### src/rtl/boot_rx_pkg.sv
package boot_rx_pkg;
   typedef enum logic [2:0] {
      ST_MODE, ST_CMD, ST_KEY, ST_KEYSUM, ST_HDR, ST_HDRSUM, ST_DATA, ST_DATASUM
   } rx_state_e;

   localparam logic [7:0] MODE_ASYNC  = 8'h86;
   localparam logic [7:0] MODE_SYNC   = 8'h30;
   localparam logic [7:0] CMD_RAMLOAD = 8'h10;
   localparam logic [7:0] ACK_OK      = 8'h10;
   localparam logic [7:0] ACK_NAK     = 8'h11;
   localparam logic [7:0] ACK_COMM    = 8'h18;
endpackage

### src/rtl/boot_rx_csum.sv
module boot_rx_csum #(
   parameter int W = 8
) (
   input  logic         clk,
   input  logic         rst_n,
   input  logic         clr,
   input  logic         add,
   input  logic [W-1:0] din,
   output logic [W-1:0] total
);
   logic [W-1:0] acc;

   always_ff @(posedge clk) begin
      if (!rst_n)   acc <= '0;
      else if (clr) acc <= '0;
      else if (add) acc <= acc + din;
   end

   // running sum including the byte currently presented
   assign total = acc + din;
endmodule

### src/rtl/boot_rx_keycmp.sv
module boot_rx_keycmp #(
   parameter int KEY_BYTES = 12
) (
   input  logic                   clk,
   input  logic                   rst_n,
   input  logic                   clr,
   input  logic                   en,
   input  logic [7:0]             din,
   input  logic [KEY_BYTES*8-1:0] key,
   output logic                   last,
   output logic                   bad
);
   localparam int IDX_W = $clog2(KEY_BYTES);

   logic [IDX_W-1:0] idx;
   logic [7:0]       cur;

   assign cur  = key[(KEY_BYTES-1-int'(idx))*8 +: 8];
   assign last = (idx == IDX_W'(KEY_BYTES-1));

   always_ff @(posedge clk) begin
      if (!rst_n) begin
         idx <= '0;
         bad <= 1'b0;
      end else if (clr) begin
         idx <= '0;
         bad <= 1'b0;
      end else if (en) begin
         idx <= last ? '0 : idx + 1'b1;
         if (din != cur) bad <= 1'b1;
      end
   end

   p_idx_bound_r3: assert property (@(posedge clk) disable iff (!rst_n)
      int'(idx) < KEY_BYTES);
endmodule

### src/rtl/boot_rx_window.sv
module boot_rx_window #(
   parameter int                ADDR_W   = 32,
   parameter logic [ADDR_W-1:0] LO       = 32'h2000_0400,
   parameter logic [ADDR_W-1:0] HI       = 32'h2000_FFFF,
   parameter bit                CHECK_HI = 1'b1
) (
   input  logic [ADDR_W-1:0] addr,
   output logic              ok
);
   generate
      if (CHECK_HI) begin : g_both
         assign ok = (addr >= LO) && (addr <= HI);
      end else begin : g_low
         assign ok = (addr >= LO);
      end
   endgenerate
endmodule

### src/rtl/boot_frame_rx.sv
module boot_frame_rx
   import boot_rx_pkg::*;
#(
   parameter int                ADDR_W    = 32,
   parameter int                LEN_W     = 16,
   parameter int                KEY_BYTES = 12,
   parameter logic [ADDR_W-1:0] RAM_LO    = 32'h2000_0400,
   parameter logic [ADDR_W-1:0] RAM_HI    = 32'h2000_FFFF,
   parameter bit                CHECK_HI  = 1'b1
) (
   input  logic                   clk,
   input  logic                   rst_n,
   input  logic                   rx_valid,
   input  logic [7:0]             rx_data,
   input  logic                   rx_err,
   input  logic [KEY_BYTES*8-1:0] pass_key,
   output logic                   ack_valid,
   output logic [7:0]             ack_data,
   output logic                   ram_we,
   output logic [ADDR_W-1:0]      ram_addr,
   output logic [7:0]             ram_wdata,
   output logic                   start_pulse,
   output logic [ADDR_W-1:0]      start_addr
);
   localparam int HDR_BYTES = ADDR_W/8 + LEN_W/8;
   localparam int HDR_BITS  = HDR_BYTES*8;
   localparam int HC_W      = $clog2(HDR_BYTES+1);

   generate
      if (ADDR_W % 8 != 0 || LEN_W % 8 != 0) begin : g_bad_width
         $error("ADDR_W and LEN_W must be whole bytes");
      end
      if (KEY_BYTES < 2) begin : g_bad_key
         $error("KEY_BYTES must be at least 2");
      end
      if (RAM_HI < RAM_LO) begin : g_bad_window
         $error("RAM_HI below RAM_LO");
      end
   endgenerate

   rx_state_e             st, st_n;
   logic                  link_sync;
   logic [HC_W-1:0]       hdr_cnt;
   logic [HDR_BITS-1:0]   hdr_sh;
   logic [LEN_W-1:0]      remain;
   logic [ADDR_W-1:0]     wr_ptr;
   logic [ADDR_W-1:0]     hdr_addr;
   logic [LEN_W-1:0]      hdr_len;

   logic byte_in, err_in;
   logic in_body;
   logic [7:0] sum_total;
   logic key_last, key_bad, win_ok;
   logic ack_v_n, we_n, go_n, hdr_ok;
   logic [7:0] ack_d_n;

   assign byte_in  = rx_valid && !rx_err;
   assign err_in   = rx_valid && rx_err;
   assign in_body  = (st == ST_KEY) || (st == ST_HDR) || (st == ST_DATA);
   assign hdr_addr = hdr_sh[HDR_BITS-1 -: ADDR_W];
   assign hdr_len  = hdr_sh[LEN_W-1:0];

   boot_rx_csum #(.W(8)) u_csum (
      .clk(clk), .rst_n(rst_n),
      .clr(byte_in && !in_body),
      .add(byte_in && in_body),
      .din(rx_data), .total(sum_total)
   );

   boot_rx_keycmp #(.KEY_BYTES(KEY_BYTES)) u_key (
      .clk(clk), .rst_n(rst_n),
      .clr(byte_in && (st != ST_KEY)),
      .en(byte_in && (st == ST_KEY)),
      .din(rx_data), .key(pass_key),
      .last(key_last), .bad(key_bad)
   );

   boot_rx_window #(.ADDR_W(ADDR_W), .LO(RAM_LO), .HI(RAM_HI), .CHECK_HI(CHECK_HI)) u_win (
      .addr(hdr_addr), .ok(win_ok)
   );

   assign hdr_ok = (sum_total == 8'h00) && win_ok;

   always_comb begin
      st_n    = st;
      ack_v_n = 1'b0;
      ack_d_n = 8'h00;
      we_n    = 1'b0;
      go_n    = 1'b0;
      if (err_in && st != ST_MODE) begin
         st_n = ST_CMD;
         if (!link_sync) begin
            ack_v_n = 1'b1;
            ack_d_n = ACK_COMM;
         end
      end else if (byte_in) begin
         unique case (st)
            ST_MODE: begin
               if (rx_data == MODE_ASYNC || rx_data == MODE_SYNC) begin
                  ack_v_n = 1'b1;
                  ack_d_n = rx_data;
                  st_n    = ST_CMD;
               end
            end
            ST_CMD: begin
               ack_v_n = 1'b1;
               if (rx_data == CMD_RAMLOAD) begin
                  ack_d_n = ACK_OK;
                  st_n    = ST_KEY;
               end else begin
                  ack_d_n = ACK_NAK;
               end
            end
            ST_KEY: if (key_last) st_n = ST_KEYSUM;
            ST_KEYSUM: begin
               ack_v_n = 1'b1;
               if (sum_total == 8'h00 && !key_bad) begin
                  ack_d_n = ACK_OK;
                  st_n    = ST_HDR;
               end else begin
                  ack_d_n = ACK_NAK;
                  st_n    = ST_CMD;
               end
            end
            ST_HDR: if (hdr_cnt == HC_W'(HDR_BYTES-1)) st_n = ST_HDRSUM;
            ST_HDRSUM: begin
               ack_v_n = 1'b1;
               if (hdr_ok) begin
                  ack_d_n = ACK_OK;
                  st_n    = (hdr_len == '0) ? ST_DATASUM : ST_DATA;
               end else begin
                  ack_d_n = ACK_NAK;
                  st_n    = ST_CMD;
               end
            end
            ST_DATA: begin
               we_n = 1'b1;
               if (remain == LEN_W'(1)) st_n = ST_DATASUM;
            end
            ST_DATASUM: begin
               ack_v_n = 1'b1;
               if (sum_total == 8'h00) begin
                  ack_d_n = ACK_OK;
                  go_n    = 1'b1;
                  st_n    = ST_MODE;
               end else begin
                  ack_d_n = ACK_NAK;
                  st_n    = ST_CMD;
               end
            end
            default: st_n = ST_MODE;
         endcase
      end
   end

   always_ff @(posedge clk) begin
      if (!rst_n) begin
         st          <= ST_MODE;
         link_sync   <= 1'b0;
         hdr_cnt     <= '0;
         hdr_sh      <= '0;
         remain      <= '0;
         wr_ptr      <= '0;
         ack_valid   <= 1'b0;
         ack_data    <= 8'h00;
         ram_we      <= 1'b0;
         ram_addr    <= '0;
         ram_wdata   <= 8'h00;
         start_pulse <= 1'b0;
         start_addr  <= '0;
      end else begin
         st          <= st_n;
         ack_valid   <= ack_v_n;
         ack_data    <= ack_d_n;
         ram_we      <= we_n;
         start_pulse <= go_n;
         if (byte_in && st == ST_MODE && st_n == ST_CMD)
            link_sync <= (rx_data == MODE_SYNC);
         if (byte_in && st == ST_HDR) begin
            hdr_cnt <= hdr_cnt + 1'b1;
            hdr_sh  <= {hdr_sh[HDR_BITS-9:0], rx_data};
         end else if (byte_in) begin
            hdr_cnt <= '0;
         end
         if (byte_in && st == ST_HDRSUM && hdr_ok) begin
            wr_ptr     <= hdr_addr;
            remain     <= hdr_len;
            start_addr <= hdr_addr;
         end
         if (we_n) begin
            ram_addr  <= wr_ptr;
            ram_wdata <= rx_data;
            wr_ptr    <= wr_ptr + 1'b1;
            remain    <= remain - 1'b1;
         end
      end
   end

   p_ack_after_strobe_r11: assert property (@(posedge clk) disable iff (!rst_n)
      (ack_valid || ram_we) |-> $past(rx_valid));
   p_start_with_ok_r6: assert property (@(posedge clk) disable iff (!rst_n)
      start_pulse |-> (ack_valid && ack_data == ACK_OK));
   p_write_silent_r5: assert property (@(posedge clk) disable iff (!rst_n)
      ram_we |-> !ack_valid);
   p_start_in_window_r4: assert property (@(posedge clk) disable iff (!rst_n)
      start_pulse |-> (start_addr >= RAM_LO));
   p_comm_async_only_r9: assert property (@(posedge clk) disable iff (!rst_n)
      (ack_valid && ack_data == ACK_COMM) |-> !link_sync);
   p_nak_to_cmd_r8: assert property (@(posedge clk) disable iff (!rst_n)
      (ack_valid && ack_data == ACK_NAK) |-> (st == ST_CMD));
endmodule

### config.mk
export PLATFORM = sky130hd
export DESIGN_NAME = boot_frame_rx
export DESIGN_NICKNAME = d
export VERILOG_FILES = /design/src/rtl/boot_rx_pkg.sv /design/src/rtl/boot_rx_csum.sv /design/src/rtl/boot_rx_keycmp.sv /design/src/rtl/boot_rx_window.sv /design/src/rtl/boot_frame_rx.sv
export SDC_FILE = /design/constraint.sdc
export NUM_CORES = 1
export LEC_CHECK = 0
export ABC_AREA = 0
export BUFFER_PORTS_ARGS = -buffer_cell sky130_fd_sc_hd__buf_4
export CAP_MARGIN = 25
export CELL_PAD_IN_SITES_DETAIL_PLACEMENT = 0
export CELL_PAD_IN_SITES_GLOBAL_PLACEMENT = 1
export CORE_ASPECT_RATIO = 1.1
export CORE_UTILIZATION = 44
export CTS_CLUSTER_DIAMETER = 60
export CTS_CLUSTER_SIZE = 20
export DETAILED_ROUTE_END_ITERATION = 8
export MAX_ROUTING_LAYER = met4
export PLACE_DENSITY_LB_ADDON = 0.1
export SYNTH_ARGS = -nofsm -noshare
export SYNTH_HDL_FRONTEND = slang
export SYNTH_HIERARCHICAL = 1
export SYNTH_SLANG_ARGS = --single-unit
### constraint.sdc
create_clock -name clk -period 7.7 [get_ports clk]
set_input_delay 1.155 -clock clk [delete_from_list [all_inputs] [get_ports clk]]
set_output_delay 1.155 -clock clk [all_outputs]
set_load 0.02 [all_outputs]
==> results by group <==
Synthesis
  • Largest family of logic cells by synthesized area: simple AND/OR/NAND/NOR gates
  • Post-Synth XOR/XNOR Area: 0.00536
  • Post-synth top flop: dfxtp_1
  • Yosys top cell area share: 0.406
  • Post-synth EDFFs: 0
  • Post-synthesis async set-or-reset flop share: 0
  • Compound-Gate Fraction of Synth Area: 0.190
  • Largest area contributor in the netlist: dfxtp_1
  • Yosys reg bits: just under 200
  • Synth Area in Adders: 0.0212
  • Synth warn: 6
  • Most common cell in the netlist: nand2_1
  • Sequential area share after synthesis: 0.406
  • Syn_area_per_cell: a little over 8 um2
  • Unique cell type count in the Yosys netlist: slightly below 90
  • Post-Syn Nets: between 1000 and 1500
  • Simple-gate share of the synthesized area: 0.254
  • Synth Cell Area: 9810 um2
  • Synth top cells by count: 279 x nand2_1, 199 x dfxtp_1, 167 x a21oi_1
  • Multiplexer share of the synthesized area: 0.0766
  • Cells after synthesis: approximately 1200
  • Top post-synthesis cells by area: dfxtp_1 41%, nand2_1 11%, a21oi_1 8.5%

Clock network
  • Clock network latency to the later pin of the worst-skew pair: ~440 ps
  • Post-CTS sizing: 0
  • CTS tree: built
  • Post CTS Setup Buffer Count: 0
  • Htree depth: 4
  • Clock Pin Slew Worst Setup and Hold Paths: approximately 70 ps
  • Root Buffer: clkbuf_16
  • CTS Buf Count: 17
  • TritonCTS sink count: 199
  • Clk buf depth: 2
  • Hold_buf cts: 0

Final layout
  • Area Overhead vs Synth: 21.8%
  • Final Util: 0.554
  • Register Area: between 3000 and 4000 um2
  • Share of layout cells above drive strength 1: 0.216
  • Fin nets: between 1000 and 1500
  • Antenna diode count: 0
  • Multi-input gate area: between 5000 and 6000 um2
  • Fillers: ~2100
  • Layout Cells excl Fill: approximately 1600
  • Design area: 11900 um2

Timing
  • Final WS setup: roughly 3100 ps
  • Final Slew Violations: 0
  • Max transition margin: 0.356
  • Final setup viols: 0
  • Fin Setup TNS: 0 ps
  • Final Critical Period: around 4600 ps
  • Clock Skews: 14.8 ps
  • Final Cycle Share: 0.604
  • Worst Tran Pin Value: between 900 and 1000 ps
  • Hold_ws: roughly 450 ps
  • RSZ-0062 raised after global routing: false
  • FMAX: about 220 MHz
  • Endpoints failing hold: 0

Setup path
  • Crit-path max FO: 19
  • Worst Setup Start Kind: primary input
  • Slowest stage delay, CP: between 800 and 900 ps
  • Worst reg2reg setup slack: roughly 3600 ps
  • Critical Path RT: 8080 ps
  • Critical Path Most Common Cell: buf_4
  • Setup Crit Path Kind: primary input to flip-flop
  • CP max stage cell: nor4_4
  • Worst Path Arrival: 5030 ps
  • Cells along the critical path: buf_4 -> ha_1 -> inv_1 -> fa_1 -> nor2b_1 -> o21ai_0 -> a21boi_0 -> nor2_1 -> or4_4 -> nor4_4 -> buf_4 -> a311oi_1 -> a31oi_1 -> o211a_1
  • Worst setup EP type: flip-flop

GRT
  • Gr usage total: 0.260
  • Initial antenna violation count: 0
  • GR Overflow Total: 0
  • First-pass GRT wire length: 45000 um
  • Largest net degree at the start of global routing: 90
  • Vias in the first global route: 8744

Floorplanning
  • # IOs: 191
  • Die X: 144 um
  • # rows: 56
  • Die Ht: ~160 um
  • Total die area: between 20000 and 25000 um2
  • Core area: 21600 um2
  • Starting Density: 0.455

Detailed routing
  • Starting DRT DRC Count: 552
  • Post-DRT Antenna Nets: 0
  • Final WL: approximately 28000 um
  • Drt wl/cell: 17.2 um
  • # DRC: 0
  • Pre-antenna DRT Iters: 7
  • Ratio of routed vias to standard cells: about 5.6
  • DR vias: around 9200

Power
  • Pleak: 4.39 nW
  • VDD IR-drop max: 0.148 mV
  • Pwr Density: 171 nW/um2
  • Total Power: 2.05 mW

Placed design
  • GPL Wtd Cong: 0.848
  • Input/output buffers: 190
  • Placed cell area: approximately 11000 um2
  • Final HPWL DP: a little under 20000 um
  • Placement Setup Slack: 2640 ps
  • Post-Place Cells: roughly 1600

Flow run
  • Max_cap viols: 0

Min path
  • Worst min path class: flip-flop to flip-flop

Status
  • Outcome: complete, no violations
## worst max-delay path, delay by kind of cell
kind | cells | cell delay, ps
AND/OR/NAND/NOR | 4 | 1690
AO/OA/AOI/OAI | 5 | 980
buffers and inverters | 3 | 600
adder cells (fa/ha/maj) | 2 | 580
## where the power goes
part | switching, mW | internal (mW) | total (mW)
combinational | 0.0550 | 0.0574 | 0.112
sequential | 0.00155 | 1.03 | 1.03
clock | 0.433 | 0.473 | 0.905
## layer usage
metal / vias to the layer above / global-route usage / share of wire
met5: - / - / 0
met4: 0 / 0.0907 / 0.022
met1: 4342 / 0.309 / 0.43
met3: 43 / 0.0307 / 0.037
met2: 237 / 0.453 / 0.51
li1: 4586 / - / -
## flip-flops by register name, summed over array words and instances (netlist names), 3 cells and up
register and cells:
hdr_sh 48, u_key/idx 4, wr_ptr 32, ram_wdata 8, ack_data 8, u_csum/acc 8, st 3, ram_addr 32
start_addr 32, remain 16, hdr_cnt 3
## placed cells by master, fill, tap and decap left out, types with 10 or more instances in the layout
cell type	netlist	layout
nor2_1	51	49
nor2b_1	10	10
o21ai_0	26	26
a21oi_1	167	167
nor3_1	22	21
mux4_2	13	13
clkbuf_16	0	17
nand4_1	19	19
nor4_1	12	12
nand2_1	279	278
ha_1	15	15
a31oi_1	21	21
mux2_2	11	11
nand3_1	29	29
inv_1	19	18
mux2i_1	32	32
and3_1	14	14
dfxtp_1	199	198
buf_4	1	203
## cell type report
cell class / instances / area share
clock buffers: 19 / 0.0371
clock inverters: 13 / 0.0132
multi-input cells: 896 / 0.452
repair buffers: 203 / 0.128
well taps: 290 / 0.0304
flip-flops and latches: 199 / 0.334
inverters: 20 / 0.00649
## path summary, 6_finish.rpt
| check | from | endpoint | cells after the start |
|---|---|---|---|
| setup / recovery | rx_data[0] | remain[13] | 14 |
| hold reg to reg | ram_addr[21] | ram_addr[21] | 2 |
| hold / removal | ram_addr[21] | ram_addr[21] | 2 |
| setup reg to reg | u_csum/acc[0] | remain[13] | 13 |
## logic make-up after synthesis
group | Yosys count
adders and majority gates | 16
DFF | 199
buffers and inverters | 98
other | 1
xor gates and xnor gates | 6
muxes | 57
AOI/OAI and AO/OA | 305
and+or+nand+nor | 511
(Power assumes the default switching activity.)
